--- src/rtl/cmac_pkg.sv ---
package cmac_pkg;
  localparam int unsigned CH_N = 8;
  localparam int unsigned WGT_W = 8;
  localparam int unsigned SUM_W = 16;
  localparam int unsigned ADR_W = 18;

  typedef enum logic {
    MODE_RECALL = 1'b0,
    MODE_TRAIN  = 1'b1
  } mode_e;
endpackage

--- src/rtl/cmac_ctrl.sv ---
module cmac_ctrl
  import cmac_pkg::*;
#(
  parameter int unsigned A_W = ADR_W
) (
  input  logic           clk_i,
  input  logic           rst_ni,
  input  logic           start_i,
  input  logic           train_i,
  input  logic           addr_valid_i,
  input  logic [A_W-1:0] addr_i,
  input  logic           last_i,
  output logic           addr_ready_o,
  output logic           ram_re_o,
  output logic           ram_we_o,
  output logic [A_W-1:0] ram_addr_o,
  output logic           done_o,
  output logic           clr_o,
  output logic           acc_en_o,
  output logic           upd_en_o
);
  mode_e          mode_q;
  logic           active_q, done_q;
  logic           pend_q, pend_last_q;
  logic [A_W-1:0] pend_addr_q;
  logic           wr_q, wr_last_q;
  logic [A_W-1:0] wr_addr_q;
  logic           accept;

  // training serialises read, data return and write-back
  assign addr_ready_o = active_q && !start_i
                        && !((mode_q == MODE_TRAIN) && (pend_q || wr_q));
  assign accept       = addr_valid_i && addr_ready_o;
  assign ram_re_o     = accept;
  assign ram_we_o     = wr_q;
  assign ram_addr_o   = wr_q ? wr_addr_q : addr_i;
  assign done_o       = done_q;
  assign clr_o        = start_i;
  assign acc_en_o     = pend_q && (mode_q == MODE_RECALL) && !start_i;
  assign upd_en_o     = pend_q && (mode_q == MODE_TRAIN) && !start_i;

  always_ff @(posedge clk_i or negedge rst_ni) begin
    if (!rst_ni) begin
      mode_q      <= MODE_RECALL;
      active_q    <= 1'b0;
      done_q      <= 1'b0;
      pend_q      <= 1'b0;
      pend_last_q <= 1'b0;
      pend_addr_q <= '0;
      wr_q        <= 1'b0;
      wr_last_q   <= 1'b0;
      wr_addr_q   <= '0;
    end else if (start_i) begin
      mode_q   <= train_i ? MODE_TRAIN : MODE_RECALL;
      active_q <= 1'b1;
      done_q   <= 1'b0;
      pend_q   <= 1'b0;
      wr_q     <= 1'b0;
    end else begin
      pend_q      <= accept;
      pend_last_q <= accept && last_i;
      if (accept) pend_addr_q <= addr_i;
      wr_q        <= upd_en_o;
      wr_last_q   <= pend_last_q;
      wr_addr_q   <= pend_addr_q;
      if (accept && last_i) active_q <= 1'b0;
      if ((acc_en_o && pend_last_q) || (wr_q && wr_last_q)) done_q <= 1'b1;
    end
  end

  AST_PORT_EXCL: assert property (@(posedge clk_i) disable iff (!rst_ni)
    !(ram_re_o && ram_we_o));
  AST_WB_SAME_ADDR: assert property (@(posedge clk_i) disable iff (!rst_ni)
    ram_we_o |-> ($past(ram_re_o, 2) && ram_addr_o == $past(ram_addr_o, 2)));
  AST_WR_STALL: assert property (@(posedge clk_i) disable iff (!rst_ni)
    ram_we_o |-> !addr_ready_o);
  AST_DONE_STICKY: assert property (@(posedge clk_i) disable iff (!rst_ni)
    (done_o && !start_i) |=> done_o);
  AST_START_CLR: assert property (@(posedge clk_i) disable iff (!rst_ni)
    start_i |=> (!done_o && !ram_we_o));
  AST_IDLE_QUIET: assert property (@(posedge clk_i) disable iff (!rst_ni)
    !addr_ready_o |-> !ram_re_o);
endmodule

--- src/rtl/cmac_lane.sv ---
module cmac_lane
  import cmac_pkg::*;
#(
  parameter int unsigned W_W = WGT_W,
  parameter int unsigned S_W = SUM_W
) (
  input  logic           clk_i,
  input  logic           rst_ni,
  input  logic           clr_i,
  input  logic           acc_en_i,
  input  logic           upd_en_i,
  input  logic [W_W-1:0] rd_i,
  input  logic [W_W-1:0] adj_i,
  output logic [S_W-1:0] sum_o,
  output logic [W_W-1:0] wdata_o
);
  localparam logic [S_W-1:0] S_MAX = {1'b0, {(S_W-1){1'b1}}};
  localparam logic [S_W-1:0] S_MIN = {1'b1, {(S_W-1){1'b0}}};
  localparam logic [W_W-1:0] W_MAX = {1'b0, {(W_W-1){1'b1}}};
  localparam logic [W_W-1:0] W_MIN = {1'b1, {(W_W-1){1'b0}}};

  logic [S_W-1:0] sum_q, sum_nxt;
  logic [W_W-1:0] wdat_q, wdat_nxt;
  logic [S_W:0]   s_ext;
  logic [W_W:0]   w_ext;

  // one guard bit: overflow when the two top bits disagree
  always_comb begin
    s_ext = {sum_q[S_W-1], sum_q} + {{(S_W+1-W_W){rd_i[W_W-1]}}, rd_i};
    if (s_ext[S_W] != s_ext[S_W-1]) sum_nxt = s_ext[S_W] ? S_MIN : S_MAX;
    else                            sum_nxt = s_ext[S_W-1:0];
    w_ext = {rd_i[W_W-1], rd_i} + {adj_i[W_W-1], adj_i};
    if (w_ext[W_W] != w_ext[W_W-1]) wdat_nxt = w_ext[W_W] ? W_MIN : W_MAX;
    else                            wdat_nxt = w_ext[W_W-1:0];
  end

  always_ff @(posedge clk_i or negedge rst_ni) begin
    if (!rst_ni) begin
      sum_q  <= '0;
      wdat_q <= '0;
    end else begin
      if (clr_i)         sum_q <= '0;
      else if (acc_en_i) sum_q <= sum_nxt;
      if (upd_en_i)      wdat_q <= wdat_nxt;
    end
  end

  assign sum_o   = sum_q;
  assign wdata_o = wdat_q;

  AST_SUM_MONO: assert property (@(posedge clk_i) disable iff (!rst_ni)
    (acc_en_i && !clr_i && !rd_i[W_W-1]) |=> ($signed(sum_q) >= $signed($past(sum_q))));
  AST_SUM_HOLD: assert property (@(posedge clk_i) disable iff (!rst_ni)
    (!acc_en_i && !clr_i) |=> $stable(sum_q));
endmodule

--- src/rtl/cmac_accum.sv ---
module cmac_accum
  import cmac_pkg::*;
#(
  parameter int unsigned N_CH = CH_N,
  parameter int unsigned W_W  = WGT_W,
  parameter int unsigned S_W  = SUM_W,
  parameter int unsigned A_W  = ADR_W
) (
  input  logic                clk_i,
  input  logic                rst_ni,
  input  logic                start_i,
  input  logic                train_i,
  input  logic [N_CH*W_W-1:0] adj_i,
  input  logic                addr_valid_i,
  input  logic [A_W-1:0]      addr_i,
  input  logic                last_i,
  output logic                addr_ready_o,
  output logic                ram_re_o,
  output logic                ram_we_o,
  output logic [A_W-1:0]      ram_addr_o,
  output logic [N_CH*W_W-1:0] ram_wdata_o,
  input  logic [N_CH*W_W-1:0] ram_rdata_i,
  output logic [N_CH*S_W-1:0] sum_o,
  output logic                done_o
);
  logic clr, acc_en, upd_en;

  cmac_ctrl #(.A_W(A_W)) i_ctrl (
    .clk_i        (clk_i),
    .rst_ni       (rst_ni),
    .start_i      (start_i),
    .train_i      (train_i),
    .addr_valid_i (addr_valid_i),
    .addr_i       (addr_i),
    .last_i       (last_i),
    .addr_ready_o (addr_ready_o),
    .ram_re_o     (ram_re_o),
    .ram_we_o     (ram_we_o),
    .ram_addr_o   (ram_addr_o),
    .done_o       (done_o),
    .clr_o        (clr),
    .acc_en_o     (acc_en),
    .upd_en_o     (upd_en)
  );

  for (genvar k = 0; k < N_CH; k++) begin : g_lane
    cmac_lane #(.W_W(W_W), .S_W(S_W)) i_lane (
      .clk_i    (clk_i),
      .rst_ni   (rst_ni),
      .clr_i    (clr),
      .acc_en_i (acc_en),
      .upd_en_i (upd_en),
      .rd_i     (ram_rdata_i[k*W_W +: W_W]),
      .adj_i    (adj_i[k*W_W +: W_W]),
      .sum_o    (sum_o[k*S_W +: S_W]),
      .wdata_o  (ram_wdata_o[k*W_W +: W_W])
    );
  end
endmodule

--- config.mk ---
export PLATFORM = sky130hd
export DESIGN_NAME = cmac_accum
export DESIGN_NICKNAME = d
export VERILOG_FILES = /design/src/rtl/cmac_pkg.sv /design/src/rtl/cmac_ctrl.sv /design/src/rtl/cmac_lane.sv /design/src/rtl/cmac_accum.sv
export SDC_FILE = /design/constraint.sdc
export NUM_CORES = 1
export LEC_CHECK = 0
export BUFFER_PORTS_ARGS = -buffer_cell sky130_fd_sc_hd__buf_2
export CAP_MARGIN = 15
export CORE_MARGIN = 1.5
export CORE_UTILIZATION = 60
export DETAILED_ROUTE_END_ITERATION = 12
export GPL_TIMING_DRIVEN = 0
export PLACE_DENSITY = 0.84
export SYNTH_ARGS = -nofsm -noshare
export SYNTH_HDL_FRONTEND = slang
export SYNTH_SLANG_ARGS = --single-unit
--- constraint.sdc ---
create_clock -name clk_i -period 4.8 [get_ports clk_i]
set_input_delay 0 -clock clk_i [delete_from_list [all_inputs] [get_ports clk_i]]
set_output_delay 0 -clock clk_i [all_outputs]
set_load 0.03 [all_outputs]
* Word-level counts from Yosys, hierarchy flattened
Cells that the tools add are included.
Operators by class: equal/unequal tests 16, bitwise operators 2, mux-type cells 56, add/subtract/negate cells 16, reduce and logical (&&, ||, !) cells 19
Operators with widths (number):
- 16-bit two-way mux | 32
- 16-bit by 8-bit adder with 17-bit output | 8
- 8-bit two-way mux | 16
- 8-bit by 8-bit adder with 9-bit output | 8
- 18-bit two-way mux | 1
- 1-bit != test | 16
- 1-bit logical AND | 11
- 1-bit two-way mux | 7
- 2-bit nonzero test | 3
- 1-bit logical NOT | 2
- 1-bit logical OR | 2
- 1-bit NOT | 2
- 2-bit AND reduction | 1
Word-level totals: output and inout bits 214, flip-flop bits (word level) 235, bits of input ports 152, logic and storage cells 134

* Logic depth before layout (Yosys ltp)
Gate-level depths: netlist of run 1.
depth in word-level cells 8, gate-level depth with buffers 11, mapped depth without buffers 10

* Cells and area by module
A second synthesis of run 1 with hierarchy kept.
Unflattened totals: cells, all modules 2141, area, all modules 19850.3 µm²
By module, submodules not included:
- cmac_lane at g_lane[1].i_lane ... | instances 3, cells an instance 254, area each 2254.7 µm²
- cmac_lane at g_lane[5].i_lane ... | instances 2, cells an instance 250, area each 2238.4 µm²
- cmac_lane at g_lane[0].i_lane | instances 1, cells an instance 256, area each 2257.2 µm²
- cmac_lane at g_lane[4].i_lane | instances 1, cells an instance 253, area each 2252.2 µm²
- cmac_lane at g_lane[7].i_lane | instances 1, cells an instance 250, area each 2235.9 µm²
- cmac_ctrl | instances 1, cells an instance 120, area each 1864.3 µm²

* Least setup slack after synthesis of run 1
Ideal clock, no wire load.
path type register to register, start point reg g_lane[4].i_lane.sum_q[0], end point reg g_lane[4].i_lane.sum_q[13], data arrival time 2.842 ns, period minus slack after synthesis 2.978 ns, cell stages (with the launch flop) 12, path slack 1.822 ns, cells stage by stage dfrtp_1 ha_1 fa_1 a211oi_1 o21bai_1 o41ai_4 o21ai_2 a221o_1 mux2_2 nand2_2 buf_4 o211ai_1
On the way: cells in the longest elaborated chain, start to end 5, elaborated cells on any way between the ends 6, those cells by class add/sub (1); eq/ne (1); mux (4)
RTL lines:
- start: declaration | RTL line cmac_lane.sv:22 | logic [S_W-1:0] sum_q, sum_nxt;
- start signal: assignment | RTL line cmac_lane.sv:43 | else if (acc_en_i) sum_q <= sum_nxt;
- 16-bit by 8-bit adder with 17-bit output * | RTL line cmac_lane.sv:29 | s_ext = {sum_q[S_W-1], sum_q} + {{(S_W+1-W_W){rd_i[W_W-1]}}, rd_i};
- 16-bit two-way mux / 1-bit != test (equally long branches) | RTL line cmac_lane.sv:30 | if (s_ext[S_W] != s_ext[S_W-1]) sum_nxt = s_ext[S_W] ? S_MIN : S_MAX;
- 16-bit two-way mux * | RTL line cmac_lane.sv:30
- 16-bit two-way mux * | RTL line cmac_lane.sv:43
- 16-bit two-way mux * | RTL line cmac_lane.sv:42 | if (clr_i) sum_q <= '0;
Every way passes the cells marked *; elsewhere a longest branch is shown, timed or not. The select of a mux whose other input is x is not followed. A chain may end at the register's enable or synchronous reset.

* Final worst setup path of run 1
start point reg g_lane[3].i_lane.sum_q[0], end point reg g_lane[3].i_lane.sum_q[7]
On the way: cells in the longest elaborated chain, start to end 5, elaborated cells on any way between the ends 6, those cells by class add/sub (1); eq/ne (1); mux (4)
RTL lines (RTL line):
- start: declaration | cmac_lane.sv:22
- start signal: assignment | cmac_lane.sv:43
- 16-bit by 8-bit adder with 17-bit output * | cmac_lane.sv:29
- 16-bit two-way mux / 1-bit != test (equally long branches) | cmac_lane.sv:30
- 16-bit two-way mux * | cmac_lane.sv:30
- 16-bit two-way mux * | cmac_lane.sv:43
- 16-bit two-way mux * | cmac_lane.sv:42
Marked as above.

==> metrics.txt, run 1 <==
worst-case reg-to-reg path depth=11; Synth cell types=96; Initial Utilization=61.1%; H-tree Lvls=1; reg-to-reg endpoint=g_lane[3].i_lane.sum_o[7]$_DFFE_PN0P_; GRT Total Usage=35.5%; CTS Sinks=235; post-DR vias/cell=6.26; final hold vios=0; Crit. End Element=flop; Final Skew=0.0137 ns; drc violations=0; TritonCTS buffer count=28; Peak VDD IR=0.352 mV; Syn-to-layout area delta=23.6%; critical path arrival=3.72 ns; clock-pin slew on the worst setup and hold paths=0.06 ns; Worst Min Path Start=adj_i[21]; total gr overflow=0; Die Height=174 µm; Syn Std Cell Area=17500 µm²; Post-Route WL=between 50000 and 60000 µm; I/O pin total=about 370; synth top area cells=dfrtp_1 (34%), ha_1 (14%), xnor2_1 (4.5%); Hold Path Cell Cnt=5; top cells by count, synth=dfrtp_1 (235), nand2_1 (209), ha_1 (192); final worst-path cycle share=68.5%; fin util=75.5%; top cell type's share of synthesized area=33.5%; clock period minus worst slack=3.29 ns; Hold EP=g_lane[2].i_lane.wdata_o[5]$_DFFE_PN0P_; setup_tns=0 ns; Syn Area/Cell=9.62 µm²; most numerous cell in the Yosys netlist=dfrtp_1; Mapped Cells=~1800; crit start category=flop; first-pass GRT wire length=86600 µm; initial antenna violation count=7; endpoints failing setup=0; total power=7.71 mW; YS warnings=0; drt initial violations=around 1200; clk root buf=clkbuf_16; asr flop ratio synth=100%; layout cells sized above 1=roughly a quarter; status=finished clean; worst hold path class=in -> reg; Main synth FF type=dfrtp_1; Slew HR=39.6%; post-synth top area cell=dfrtp_1; f_max=~300 MHz; RSZ-0062 raised after global routing=false; max-slew violations=0; row cnt=62; GP Congestion=0.953; via count=16967; Post-synth EDFFs=0; R2R Setup Slk=approximately 1.5 ns; largest net degree at the start of global routing=102; Seq/Total Area, Yosys=between 30% and 40%; WP data required=5.23 ns; Port Buf Inserts=365; post-route ant nets=0; CTS max path bufs=3; Max-Cap Viols=0; wire per inst=20.1 µm; 1st-pass router iterations=6; DIE AREA=30300 µm²; DP HPWL=40400 µm; core area=28700 µm²; pwr/cell area=356 nW/µm²; Leakage=between 10 and 15 nW; Fillers=2071; critical path class=reg -> reg; DIE WIDTH=~170 µm; Layout Nets=2660; worst skew pair latency=about 0.55 ns; Yosys reg bits=235; CTS tree=built; Mapped Nets=2183; worst-margin pin slew=0.904 ns; vias in the first global route=16963; Crit Path Max Fanout=10; reg2reg start=g_lane[3].i_lane.sum_o[0]$_DFFE_PN0P_
## critical path, stage by stage, from the launching register on
cell	delay, ns
dfrtp_1	0.43
ha_1	0.26
fa_1	0.45
a211oi_1	0.32
o211ai_1	0.20
a41o_1	0.31
nand3_1	0.15
a21boi_1	0.09
o22ai_2	0.22
a21oi_2	0.17
buf_2	0.25
a221o_1	0.31
## cells by family (layout without fill, tap and decap cells)
group	count (synthesis)	after routing	share of synthesized area, %
other cells	0	5	0
simple gates	469	469	12.2
mux	59	59	3.69
xor+xnor	140	140	7.08
flops	235	235	33.5
buf+inv	101	600	2.40
compound gates	610	610	25.5
fa+ha+maj	209	209	15.6
## worst max-delay path by stage
stage | startpoint | cells past startpoint | endpoint | slack, ns
5_1_grt | g_lane[4].i_lane.sum_o[0]$_DFFE_PN0P_ | 11 | g_lane[4].i_lane.sum_o[10]$_DFFE_PN0P_ | 1.36
4_1_cts | g_lane[3].i_lane.sum_o[0]$_DFFE_PN0P_ | 11 | g_lane[3].i_lane.sum_o[7]$_DFFE_PN0P_ | 1.55
3_5_place_dp | g_lane[3].i_lane.sum_o[0]$_DFFE_PN0P_ | 11 | g_lane[3].i_lane.sum_o[11]$_DFFE_PN0P_ | 1.58
2_1_floorplan | g_lane[4].i_lane.sum_o[0]$_DFFE_PN0P_ | 11 | g_lane[4].i_lane.sum_o[13]$_DFFE_PN0P_ | 1.82
6_report | g_lane[3].i_lane.sum_o[0]$_DFFE_PN0P_ | 11 | g_lane[3].i_lane.sum_o[7]$_DFFE_PN0P_ | 1.51
3_3_place_gp | rst_ni | 1 | g_lane[3].i_lane.sum_o[5]$_DFFE_PN0P_ | -0.44
## metal layers
metal	GRT usage (%)	share of wire (%)	vias up
li1	-	-	7806
met1	43.4	39	8237
met2	59.6	47	736
met3	7.33	8.0	186
met4	17.6	5.3	2
met5	0	0.024	-
## flip-flops by register name, indices dropped and copies added (netlist names)
name and cells:
i_ctrl.wr_addr_q 18, g_lane.i_lane.sum_o 128, i_ctrl.active_q 1, i_ctrl.wr_last_q 1
i_ctrl.ram_we_o 1, i_ctrl.pend_q 1, i_ctrl.pend_addr_q 18, i_ctrl.done_o 1
i_ctrl.pend_last_q 1, i_ctrl.mode_q 1, g_lane.i_lane.wdata_o 64
## stage by stage
step | cell area, µm² | hold slack, ns | std cells | worst slack, ns
global route | 21700 | 0.0241 | 2710 | 1.36
global placement | 19800 | 0.203 | 2572 | -0.437
finish | 21700 | 0.00425 | 2711 | 1.51
CTS | 21700 | 0.00208 | 2706 | 1.55
detailed placement | 19900 | -0.105 | 2574 | 1.58
floorplan | 17500 | -0.296 | 1823 | 1.82
## layout make-up
cell class	count	area (µm²)	share of cell area (%)
repair buffers	447	2700	12.5
inverters	44	165	0.762
plain buffers	57	256	1.18
multi-input cells	1487	11200	51.8
well taps	384	480	2.22
clock inverters	15	145	0.669
clock buffers	37	806	3.72
diodes	5	12.5	0.0577
flip-flops and latches	235	5880	27.1
## power breakdown
| group | internal [mW] | switching [mW] |
|---|---|---|
| clock | 1.29 | 0.912 |
| sequential | 2.33 | 0.259 |
| combinational | 1.09 | 1.83 |
| total | 4.71 | 3.00 |
## what timing repair did
| action | CTS | global route |
|---|---|---|
| setup buffers | 0 | 0 |
| hold buffers | 80 | 0 |
| gates resized for setup | 0 | 0 |
| endpoints found under the hold margin | 300 | 0 |
## layout by cell type (no fill, tap or decap), types with 17 or more instances in the layout
| master | instances |
|---|---|
| mux2_2 | 45 |
| nor2b_1 | 17 |
| a21oi_1 | 131 |
| clkbuf_1 | 38 |
| ha_1 | 192 |
| o21ai_0 | 85 |
| o211ai_1 | 34 |
| inv_1 | 42 |
| a31oi_1 | 22 |
| nand2_1 | 209 |
| o221a_2 | 18 |
| o21a_1 | 21 |
| nor3_1 | 18 |
| xnor2_1 | 91 |
| nand2b_1 | 21 |
| dfrtp_1 | 235 |
| a221o_1 | 71 |
| dlygate4sd3_1 | 79 |
| clkbuf_16 | 29 |
| buf_2 | 377 |
| o21bai_1 | 20 |
| nor2_1 | 112 |
| nand3_1 | 20 |
| a21o_1 | 69 |
| o21ai_1 | 22 |
| xor2_1 | 47 |
(Power assumes the default switching activity.)
==> run 2, diff against run 1 <==
--- a/config.mk
+++ b/config.mk
@@ -8,10 +8,10 @@
 export BUFFER_PORTS_ARGS = -buffer_cell sky130_fd_sc_hd__buf_2
 export CAP_MARGIN = 15
 export CORE_MARGIN = 1.5
-export CORE_UTILIZATION = 60
+export CORE_UTILIZATION = 51
 export DETAILED_ROUTE_END_ITERATION = 12
 export GPL_TIMING_DRIVEN = 0
-export PLACE_DENSITY = 0.84
+export PLACE_DENSITY = 0.76
 export SYNTH_ARGS = -nofsm -noshare
 export SYNTH_HDL_FRONTEND = slang
 export SYNTH_SLANG_ARGS = --single-unit
==> constraint.sdc (replaced) <==
create_clock -name clk_i -period 3 [get_ports clk_i]
set_input_delay 0 -clock clk_i [delete_from_list [all_inputs] [get_ports clk_i]]
set_output_delay 0 -clock clk_i [all_outputs]
set_load 0.03 [all_outputs]
==> metrics.txt, run 2 (same netlist as run 1, synthesis figures left out) <==
commonest non-fill, non-tap cell in the layout=buf_2; reg2reg start=g_lane[2].i_lane.sum_o[0]$_DFFE_PN0P_; first-pass GRT wire length=85700 µm (-1.0%); clock period minus worst slack=3.02 ns (-0.273 ns); most frequent cells in the layout=buf_2 (371), dfrtp_1 (235), nand2_1 (209); WP data required=3.42 ns (-1.81 ns); reg-to-reg endpoint=g_lane[2].i_lane.sum_o[7]$_DFFE_PN0P_; failing checks=setup timing; pwr/cell area=560 nW/µm² (+57%); Final Skew=0.0109 ns (-0.00276 ns); drt initial violations=875 (-26%); Crit Path Max Fanout=5 (-5); GP Congestion=0.922 (-3.3%); post-DR vias/cell=5.93 (-5.3%); critical path class=reg -> reg; 1st-pass router iterations=5 (-1); worst-margin pin slew=0.897 ns (-0.00660 ns); R2R Setup Slk=-0.02 ns (-1.53 ns); H-tree Lvls=1 (unchanged); vias in the first global route=16825 (-0.81%); CTS Sinks=235 (unchanged); Syn-to-layout area delta=28.4%; drc violations=0 (unchanged); Max-Cap Viols=0 (unchanged); row cnt=67 (+8.1%); Slew HR=40.2% (+0.57 points); worst hold path class=in -> reg; crit start category=flop; TritonCTS buffer count=29 (+3.6%); Layout Nets=2713 (+2.0%); worst skew pair latency=0.55 ns (about the same); f_max=332 MHz (+9.1%); clk root buf=clkbuf_16; DP HPWL=39800 µm (-1.5%); core area=33700 µm² (+17%); post-route ant nets=0 (unchanged); area post-placement=20000 µm² (+0.40%); fin area=22500 µm² (+3.9%); Post-Route WL=54500 µm (about the same); initial antenna violation count=10 (+3); CP endpoint=g_lane[2].i_lane.sum_o[7]$_DFFE_PN0P_; status=finished with violations; via count=16772 (-1.1%); final worst-path cycle share=101% (+32 points); largest net degree at the start of global routing=91 (-11%); DIE WIDTH=188 µm (+8.3%); worst-case reg-to-reg path depth=11 (unchanged); CTS tree=built; Final Worst Setup Slack=-0.0166 ns (-1.53 ns); GRT Total Usage=29.8% (-5.7 points); Die Height=188 µm (+8.3%); total gr overflow=0 (unchanged); Port Buf Inserts=365 (unchanged); Leakage=11.5 nW (+2.6%); Peak VDD IR=0.683 mV (+94%); DIE AREA=35500 µm² (+17%); max-slew violations=0 (unchanged); endpoints failing setup=12 (+12); I/O pin total=366 (unchanged); CTS max path bufs=3 (unchanged); Crit. End Element=flop; layout cells sized above 1=25.0% (+1.5 points); wire per inst=19.3 µm (-4.2%); Setup crit start=g_lane[2].i_lane.sum_o[0]$_DFFE_PN0P_; Fillers=2671 (+29%); clock-pin slew on the worst setup and hold paths=0.06 ns (about the same); critical path arrival=3.44 ns (-0.28 ns); max FFs per register=128 (unchanged); setup_tns=-0.0786 ns (-0.0786 ns); Initial Utilization=52.0% (-9.1 points); final hold vios=0 (unchanged); RSZ-0062 raised after global routing=true
-- run 2: cell count changes in the layout (fill, tap and decap cells not counted), sizes merged --
cell,before,now
dlygate4sd3,79,112
clkinvlp,4,2
clkinv,9,7
diode,5,9
buf,390,407
bufinv,2,5
inv,44,43
clkbuf,72,75
-- run 2: where the power goes --
group          switching, mW  internal (mW)  leakage [nW]
clock network           1.42           2.29         0.487
registers              0.386           3.73          3.04
logic                   2.95           1.83          7.96
-- run 2: final cells by class --
class	count	area (µm²)	area share [%]
clock inverter	13	199	0.883
buffer	57	299	1.33
clock buffer	38	800	3.55
tap	448	561	2.49
sequential	235	5880	26.1
timing repair buffer	499	3180	14.1
antenna	9	22.5	0.100
multi-input combinational	1487	11400	50.7
inverter	44	165	0.733
-- run 2: critical path, cell delays in order, from the launching register on --
cell and delay, ns:
dfrtp_1 0.42, ha_4 0.19, fa_2 0.37, a211oi_4 0.24, o21ai_2 0.11, a311o_1 0.36
a31oi_2 0.24, nor2b_2 0.09, o21ai_4 0.21, a31oi_4 0.16, buf_6 0.21, a221o_1 0.29
-- run 2: how the worst min path moves through the flow --
stage / endpoint / depth (start not counted) / slack, ns / startpoint
floorplan: g_lane[0].i_lane.sum_o[0]$_DFFE_PN0P_ / 0 / -0.30 / rst_ni
global placement: i_ctrl.active_q$_DFFE_PN0P_ / 2 / 0.21 / last_i
detailed placement: g_lane[7].i_lane.sum_o[11]$_DFFE_PN0P_ / 1 / -0.02 / rst_ni
CTS: g_lane[4].i_lane.sum_o[2]$_DFFE_PN0P_ / 4 / 0.001 / ram_rdata_i[34]
global route: g_lane[7].i_lane.wdata_o[3]$_DFFE_PN0P_ / 4 / 0.04 / adj_i[59]
finish: g_lane[2].i_lane.wdata_o[5]$_DFFE_PN0P_ / 5 / 0.02 / adj_i[21]
-- run 2: what timing repair did --
item | CTS | global route
setup buffers | 6 | 11
setup endpoints to repair | 51 | 93
gates cloned | 1 | 2
pin swaps | 8 | 14
resized for setup | 21 | 41
hold endpoints to repair | 314 | 0
hold buffers | 112 | 0
-- run 2: through the flow --
| stage | cells | setup slack [ns] | hold WS [ns] | total power [mW] | util, % |
|---|---|---|---|---|---|
| 6_report | 2830 | -0.0166 | 0.0194 | 12.6 | 66.8 |
| 3_5_place_dp | 2638 | -0.191 | -0.0219 | 8.63 | 59.3 |
| 2_1_floorplan | 1823 | 0.0216 | -0.296 | 7.25 | - |
| 3_3_place_gp | 2636 | -2.36 | 0.208 | 8.51 | 59.1 |
| 5_1_grt | 2828 | -0.0992 | 0.0411 | 13.2 | 66.8 |
| 4_1_cts | 2808 | 0.00282 | 0.00140 | 12.6 | 66.0 |
-- run 2: routing by layer --
| metal | vias to the layer above | part of all wire (%) | wire, µm | GRT usage (%) |
|---|---|---|---|---|
| li1 | 7937 | - | - | - |
| met1 | 8051 | 40 | 21900 | 36.0 |
| met2 | 605 | 47 | 25600 | 50.4 |
| met3 | 177 | 7.7 | 4170 | 6.59 |
| met4 | 2 | 5.3 | 2870 | 14.2 |
| met5 | - | 0.022 | 12 | 0 |
